--- src/rtl/cipher_stream_seq_pkg.sv ---
package cipher_stream_seq_pkg;
  localparam int BLK_W = 128;

  typedef enum logic {
    ST_IDLE = 1'b0,
    ST_RUN  = 1'b1
  } seqState_t;

  typedef struct packed {
    logic loadAddr;
    logic incIn;
    logic incOut;
    logic captureTag;
  } seqCtl_t;
endpackage

--- src/rtl/cipher_stream_seq_ctrl.sv ---
module cipher_stream_seq_ctrl
  import cipher_stream_seq_pkg::*;
#(
  parameter int LW = 16
) (
  input  logic          clk,
  input  logic          rstN,
  input  logic          startPulse,
  input  logic          bypassMode,
  input  logic [LW-1:0] dataBytes,
  input  logic          coreRdStrobe,
  input  logic          coreOutValid,
  input  logic          coreTagValid,
  output seqCtl_t       ctl,
  output logic          busy
);
  localparam int BW = LW - 3;

  seqState_t      state;
  logic           bypassLat;
  logic [BW-1:0]  targetBlocks;
  logic [BW-1:0]  blockCnt;
  logic [LW:0]    roundedBytes;
  logic           running;
  logic           doneNow;
  logic           lastBlock;

  assign running      = (state == ST_RUN);
  assign roundedBytes = {1'b0, dataBytes} + (LW+1)'(15);
  assign lastBlock    = coreOutValid && ((blockCnt + 1'b1) == targetBlocks);
  assign doneNow      = running && (bypassLat ? ((targetBlocks == '0) || lastBlock)
                                              : coreTagValid);

  always_comb begin
    ctl.loadAddr   = !running && startPulse;
    ctl.incIn      = running && coreRdStrobe;
    ctl.incOut     = running && coreOutValid;
    ctl.captureTag = running && !bypassLat && coreTagValid;
  end

  always_ff @(posedge clk) begin
    if (!rstN) begin
      state        <= ST_IDLE;
      bypassLat    <= 1'b0;
      targetBlocks <= '0;
      blockCnt     <= '0;
    end else if (!running) begin
      if (startPulse) begin
        state        <= ST_RUN;
        bypassLat    <= bypassMode;
        targetBlocks <= roundedBytes[LW:4];
        blockCnt     <= '0;
      end
    end else begin
      if (coreOutValid) blockCnt <= blockCnt + 1'b1;
      if (doneNow) state <= ST_IDLE;
    end
  end

  assign busy = running;

  // a run only begins from an idle start pulse
  assert_busy_from_start_R2: assert property (@(posedge clk) disable iff (!rstN)
    $rose(busy) |-> $past(startPulse));

  // a start pulse during a run that is not ending leaves it running
  assert_start_ignored_R8: assert property (@(posedge clk) disable iff (!rstN)
    (busy && startPulse && !coreTagValid && !coreOutValid && !bypassLat) |=> busy);

  // in cipher mode the tag ends the run
  assert_tag_ends_run_R6: assert property (@(posedge clk) disable iff (!rstN)
    (busy && !bypassLat && coreTagValid) |=> !busy);
endmodule

--- src/rtl/cipher_stream_seq_dp.sv ---
module cipher_stream_seq_dp
  import cipher_stream_seq_pkg::*;
#(
  parameter int AW = 7
) (
  input  logic             clk,
  input  logic             rstN,
  input  seqCtl_t          ctl,
  input  logic [AW-1:0]    inBaseAddr,
  input  logic [AW-1:0]    outBaseAddr,
  input  logic [BLK_W-1:0] coreOutData,
  input  logic [BLK_W-1:0] coreTag,
  output logic [AW-1:0]    inRamAddr,
  output logic [AW-1:0]    outRamAddr,
  output logic             outRamWrEn,
  output logic [BLK_W-1:0] outRamWrData,
  output logic [BLK_W-1:0] tagHold
);
  logic [AW-1:0] inAddr;
  logic [AW-1:0] outAddr;

  always_ff @(posedge clk) begin
    if (!rstN) begin
      inAddr  <= '0;
      outAddr <= '0;
    end else if (ctl.loadAddr) begin
      inAddr  <= inBaseAddr;
      outAddr <= outBaseAddr;
    end else begin
      if (ctl.incIn)  inAddr  <= inAddr + 1'b1;
      if (ctl.incOut) outAddr <= outAddr + 1'b1;
    end
  end

  always_ff @(posedge clk) begin
    if (!rstN)               tagHold <= '0;
    else if (ctl.captureTag) tagHold <= coreTag;
  end

  assign inRamAddr    = inAddr;
  assign outRamAddr   = outAddr;
  assign outRamWrEn   = ctl.incOut;
  assign outRamWrData = coreOutData;

  // input address steps once per consumed block
  assert_in_step_R3: assert property (@(posedge clk) disable iff (!rstN)
    (ctl.incIn && !ctl.loadAddr) |=> inAddr == $past(inAddr) + 1'b1);

  // output address steps after each written block, else holds
  assert_out_hold_R4: assert property (@(posedge clk) disable iff (!rstN)
    (!ctl.loadAddr && !ctl.incOut) |=> $stable(outAddr));

  // held tag changes only on a capture
  assert_tag_hold_R5: assert property (@(posedge clk) disable iff (!rstN)
    !ctl.captureTag |=> $stable(tagHold));
endmodule

--- src/rtl/cipher_stream_seq.sv ---
module cipher_stream_seq
  import cipher_stream_seq_pkg::*;
#(
  parameter int AW = 7,
  parameter int LW = 16
) (
  input  logic          clk,
  input  logic          rstN,
  input  logic          startPulse,
  input  logic          bypassMode,
  input  logic [LW-1:0] dataBytes,
  input  logic [AW-1:0] inBaseAddr,
  input  logic [AW-1:0] outBaseAddr,
  input  logic          coreRdStrobe,
  input  logic          coreOutValid,
  input  logic [127:0]  coreOutData,
  input  logic          coreTagValid,
  input  logic [127:0]  coreTag,
  output logic [AW-1:0] inRamAddr,
  output logic [AW-1:0] outRamAddr,
  output logic          outRamWrEn,
  output logic [127:0]  outRamWrData,
  output logic [127:0]  tagHold,
  output logic          busy
);
  seqCtl_t ctl;

  cipher_stream_seq_ctrl #(.LW(LW)) ctrl_i (
    .clk(clk), .rstN(rstN), .startPulse(startPulse), .bypassMode(bypassMode),
    .dataBytes(dataBytes), .coreRdStrobe(coreRdStrobe), .coreOutValid(coreOutValid),
    .coreTagValid(coreTagValid), .ctl(ctl), .busy(busy)
  );

  cipher_stream_seq_dp #(.AW(AW)) dp_i (
    .clk(clk), .rstN(rstN), .ctl(ctl), .inBaseAddr(inBaseAddr),
    .outBaseAddr(outBaseAddr), .coreOutData(coreOutData), .coreTag(coreTag),
    .inRamAddr(inRamAddr), .outRamAddr(outRamAddr), .outRamWrEn(outRamWrEn),
    .outRamWrData(outRamWrData), .tagHold(tagHold)
  );

  // no write strobe outside a run
  assert_no_idle_write_R9: assert property (@(posedge clk) disable iff (!rstN)
    outRamWrEn |-> busy);
endmodule

--- config.mk ---
export PLATFORM = sky130hd
export DESIGN_NAME = cipher_stream_seq
export DESIGN_NICKNAME = d
export VERILOG_FILES = /design/src/rtl/cipher_stream_seq_pkg.sv /design/src/rtl/cipher_stream_seq_ctrl.sv /design/src/rtl/cipher_stream_seq_dp.sv /design/src/rtl/cipher_stream_seq.sv
export SDC_FILE = /design/constraint.sdc
export NUM_CORES = 1
export LEC_CHECK = 0
export BUFFER_PORTS_ARGS = -buffer_cell sky130_fd_sc_hd__buf_2
export CAP_MARGIN = 10
export CORE_AREA = 8 8 214 216
export CTS_BUF_LIST = sky130_fd_sc_hd__clkbuf_4 sky130_fd_sc_hd__clkbuf_8 sky130_fd_sc_hd__clkbuf_16
export CTS_CLUSTER_DIAMETER = 120
export DETAILED_ROUTE_END_ITERATION = 7
export DIE_AREA = 0 0 222 224
export GPL_ROUTABILITY_DRIVEN = 0
export MAX_ROUTING_LAYER = met4
export PLACE_DENSITY_LB_ADDON = 0.2
export SLEW_MARGIN = 10
export SYNTH_ARGS = -nofsm -noshare
export SYNTH_HDL_FRONTEND = slang
export SYNTH_SLANG_ARGS = --single-unit
--- constraint.sdc ---
create_clock -name clk -period 2.6 [get_ports clk]
set_clock_uncertainty 0.05 [all_clocks]
set_input_delay 0.52 -clock clk [delete_from_list [all_inputs] [get_ports clk]]
set_output_delay 0.52 -clock clk [all_outputs]
set_load 0.1 [all_outputs]
### Yosys cells after proc, flatten, opt, wreduce, memory -nomap -nowiden

Cells that the tools add are included.
W data, S select, Z words.

| word-level totals | value |
|---|---|
| output and inout bits | 272 |
| input port bits | 293 |
| logic and storage cells | 41 |
| flip-flop bits (word level) | 170 |

| operators by class | value |
|---|---|
| reductions and logical operators | 16 |
| add/subtract/negate cells | 4 |
| bitwise gates (word level) | 1 |
| equality and inequality tests | 2 |
| multiplexer cells | 11 |

Operators with widths:

| operator | count |
|---|---|
| $mux W13 | 3 |
| $mux W7 | 4 |
| $add A16 B4 Y17 const B | 1 |
| $add A7 B1 Y7 const B | 2 |
| $add A13 B1 Y13 const B | 1 |
| $eq A13 B13 Y1 | 1 |
| $logic_not A13 Y1 | 1 |
| $logic_and A1 B1 Y1 | 7 |
| $reduce_bool A2 Y1 | 3 |
| $mux W1 | 4 |
| $reduce_and A2 Y1 | 2 |
| $logic_not A1 Y1 | 2 |
| $ne A2 B2 Y1 const B | 1 |
| $logic_or A1 B1 Y1 | 1 |
| $not A1 Y1 | 1 |

### Depth between registers and ports, before layout

| depth | value |
|---|---|
| depth after elaboration | 8 |
| mapped depth | 7 |
| mapped depth without buffers | 6 |

### Hierarchy

Synthesis repeated with hierarchy kept, for this count alone.

| unflattened totals | value |
|---|---|
| cells, all modules | 847 |
| area total of the unflattened synthesis | 8286.7 um^2 |

Modules (own cells, without submodules):

| module | cells an instance | area an instance (um^2) | seq. area each (um^2) | times used |
|---|---|---|---|---|
| cipher_stream_seq_dp | 621 | 6503.7 | 2842.7 | 1 |
| cipher_stream_seq_ctrl | 226 | 1783.0 | 560.5 | 1 |

### Worst setup path before layout

Ideal clock, no wire load.

| path | value |
|---|---|
| kind | flip-flop to output port |
| start point | reg ctrl_i.state (netlist: ctrl_i.busy) |
| end point | out outRamWrEn |
| path slack | -516 ps |
| data arrival time | 2546 ps |
| path buffers | 2 |
| stages on the path, launching flop included | 5 |
| data required time | 2030 ps |
| path through | dfxtp_1 > clkbuf_2 > nand2_1 > clkinv_1 > clkbuf_1 |

| between the ends | value |
|---|---|
| longest elaborated chain between the ends | 1 |

RTL lines:

| what | line | source |
|---|---|---|
| from (decl) | cipher_stream_seq_ctrl.sv:19 | `seqState_t state;` |
| from (signal assigned) | cipher_stream_seq_ctrl.sv:43 | `state <= ST_IDLE;` |
| from (signal assigned) | cipher_stream_seq_ctrl.sv:49 | `state <= ST_RUN;` |
| from (signal assigned) | cipher_stream_seq_ctrl.sv:56 | `if (doneNow) state <= ST_IDLE;` |
| $logic_and A1 B1 Y1 | cipher_stream_seq_ctrl.sv:37 | `ctl.incOut = running && coreOutValid;` |
| to (decl) | cipher_stream_seq.sv:21 | `output logic outRamWrEn,` |

Every way passes these cells.

### Final worst setup path

Same ends and word-level chain as after synthesis.

==> results.cfg <==
[yosys]
yosys.area.top_type = dfxtp_1
yosysWarningCount = 0
yosysMostFrequentCell = nand2_1
synth_edf_count = 0
ys_seq_elements = 170
yosys.cell_types.count = 50
netlist.area_leader.share_pct = 43.8
synth_common_cells = nand2_1 (279), dfxtp_1 (170), a21oi_1 (152), buf_4 (131), clkbuf_1 (47)
syn_area_mm2 = 0.00777
synthFlopType = dfxtp_1
ys_seq_area_share_pct = 43.8
synth_cells = 994
ys_top_cells_by_area = dfxtp_1 (44%), nand2_1 (13%), buf_4 (13%)
syn_area_per_cell_um2 = 7.81
syn-num-nets = 1290
async_reset_ff_share_pct = 0

[sta]
clock.fmax_mhz = 448
grt_setup_unrepaired = no
finalCritPeriodShare_pct = 85.9
totalNegativeSetupSlack_ns = 0
hold_viol = 0
tightest_slew_ns = 0.557
maxSlewHeadroom_pct = 63.1
min_period_ns = 2.23
slew_violations = 0
setup_viol = 0

[cts]
hold_buffers = 0
clk_pin_slew_worst_paths_ns = 0.07
numCtsBuffers = 17
cts_buffer_depth = 2
clock-sinks = 170
htreeDepth = 4
tritoncts = done
clk_latency_ns = 0.47
clock-root-buffer = clkbuf_16
ctsResizeCount = 0
cts_setup_buffers = 0

[drt]
final_antenna_net_count = 0
routed_wl_mm = 28.8
firstDrtPassIters = 4
wl_per_cell_um = 16.9
num_vias = 7072
viasPerCell = 4.14
drt_iter0_markers = 341
drc_errors = 0

[worst_setup_path]
cp-start-kind = flip-flop
cp-end-kind = output port
path_max_fanout = 9
path_class = reg -> out
r2r_start = ctrl_i.blockCnt[0]
r2r_end = ctrl_i.busy
required_ns = 2.03
r2r_slack_ns = 0.48
worstRegToRegCells = 6
cp.arrival_ns = 1.66

[run_status]
status = completed

[pwr]
power_density_mw_per_mm2 = 694
ir_worst_vdd_v = 0.000416
p_leak_nw = 3.98

[global_route]
grt_remaining_overflow = 0
grt_pass1_vias = 6951
grt_antenna_before_repair = 2
gr-usage-all-layers_pct = 11.6
grt_max_degree = 95
grt_pass1_wl_mm = 42.9

[hold_path]
holdCritStartpoint = coreTag[50]
min_path_type = in -> reg
hold_path_end = dp_i.tagHold[50]
min_path_cells = 3

[die]
ios = 565
core_mm2 = 0.0425
dieWidth_um = 222
dieArea_mm2 = 0.0497
rows = 76
dieHeight_um = 224
initial_utilization_pct = 18.3

[job]
cap_violations = 0

[placement]
dp.cells = 1673
port_buffers = 308
dp.final_hpwl_mm = 21.2

[finish]
syn2layout_area_growth_pct = 22.3
drive_above_1_share_pct = 31.1
final_cells = 1708
nNetsFinal = 1442
[routing by layer]
layer	share of wire, %	global-route usage (%)	vias to the layer above
met1	40	12.2	3221
li1	-	-	3468
met5	0	-	-
met2	47	18.0	324
met3	10	6.16	59
met4	3.1	5.30	0
[through the flow]
stage / power [W] / setup slack (ns) / hold slack (ns) / util [%] / instance area [um2]
5_1_grt: 0.00695 / 0.175 / 0.186 / 22.3 / 9500
2_1_floorplan: 0.00477 / 0.309 / 0.402 / - / 7770
3_5_place_dp: 0.00423 / 0.471 / 0.393 / 21.1 / 8950
4_1_cts: 0.00678 / 0.242 / 0.156 / 22.3 / 9490
3_3_place_gp: 0.00422 / 0.537 / 0.389 / 21.1 / 8950
6_report: 0.00660 / 0.366 / 0.225 / 22.4 / 9500
[how the worst max path moves through the flow]
stage / startpoint / end / slack, ns
4_1_cts: ctrl_i.busy / outRamWrEn / 0.24
3_5_place_dp: ctrl_i.blockCnt[0] / ctrl_i.busy / 0.47
3_3_place_gp: ctrl_i.blockCnt[0] / ctrl_i.busy / 0.54
5_1_grt: ctrl_i.busy / outRamWrEn / 0.18
2_1_floorplan: ctrl_i.busy / outRamWrEn / 0.31
6_report: ctrl_i.busy / outRamWrEn / 0.37
[power breakdown]
part | leakage (nW) | internal [W] | switching [W] | total, W
Sequential | 1.38 | 0.00272 | 0.0000791 | 0.00280
Clock | 0.259 | 0.00126 | 0.00119 | 0.00245
Combinational | 2.33 | 0.000292 | 0.00105 | 0.00135
Total | 3.98 | 0.00427 | 0.00233 | 0.00660
[cell type report]
type	count	area, um2
flip-flops and latches	170	3400
clock inverters	12	91.3
inverters	8	32.5
fillers	4800	33000
repair buffers	320	1690
well taps	546	683
multi-input cells	629	3140
clock buffers	20	448
diodes	3	7.51
[layout by cell type (no fill, tap or decap), drive strengths merged, types with 2 or more instances in the layout]
cell type / instances
buf: 320
nand2: 279
dfxtp: 170
a21oi: 152
nor2: 42
xnor2: 23
clkbuf: 20
o21ai: 17
a211oi: 16
xor2: 14
nand3: 12
inv: 11
nor3: 10
nand4: 9
and3: 7
a311oi: 5
a31oi: 5
clkinv: 5
clkinvlp: 4
nor4: 4
diode: 3
nand4b: 3
or3: 3
ha: 3
and4: 3
nand2b: 2
a22oi: 2
nand3b: 2
or4: 2
a2111oi: 2
[worst max-delay path, stage by stage, from the launching register on]
cell and delay, ns:
dfxtp_2 0.42, nand2_1 0.09, clkinv_1 0.20, buf_2 0.48
[cells by family after synthesis]
group	Yosys count	synth area share (%)
adder cells (fa/ha/maj)	3	0.483
AND/OR/NAND/NOR	384	21.0
AO/OA/AOI/OAI	205	14.6
buffers and inverters	195	15.9
flip-flops	170	43.8
XOR/XNOR	37	4.17
[flip-flops by register name, indices dropped and copies added, names as in the netlist]
name                 flops
ctrl_i.busy              1
ctrl_i.blockCnt         13
dp_i.tagHold           128
ctrl_i.targetBlocks     13
dp_i.inRamAddr           7
ctrl_i.bypassLat         1
dp_i.outRamAddr          7
(Power assumes the default switching activity.)
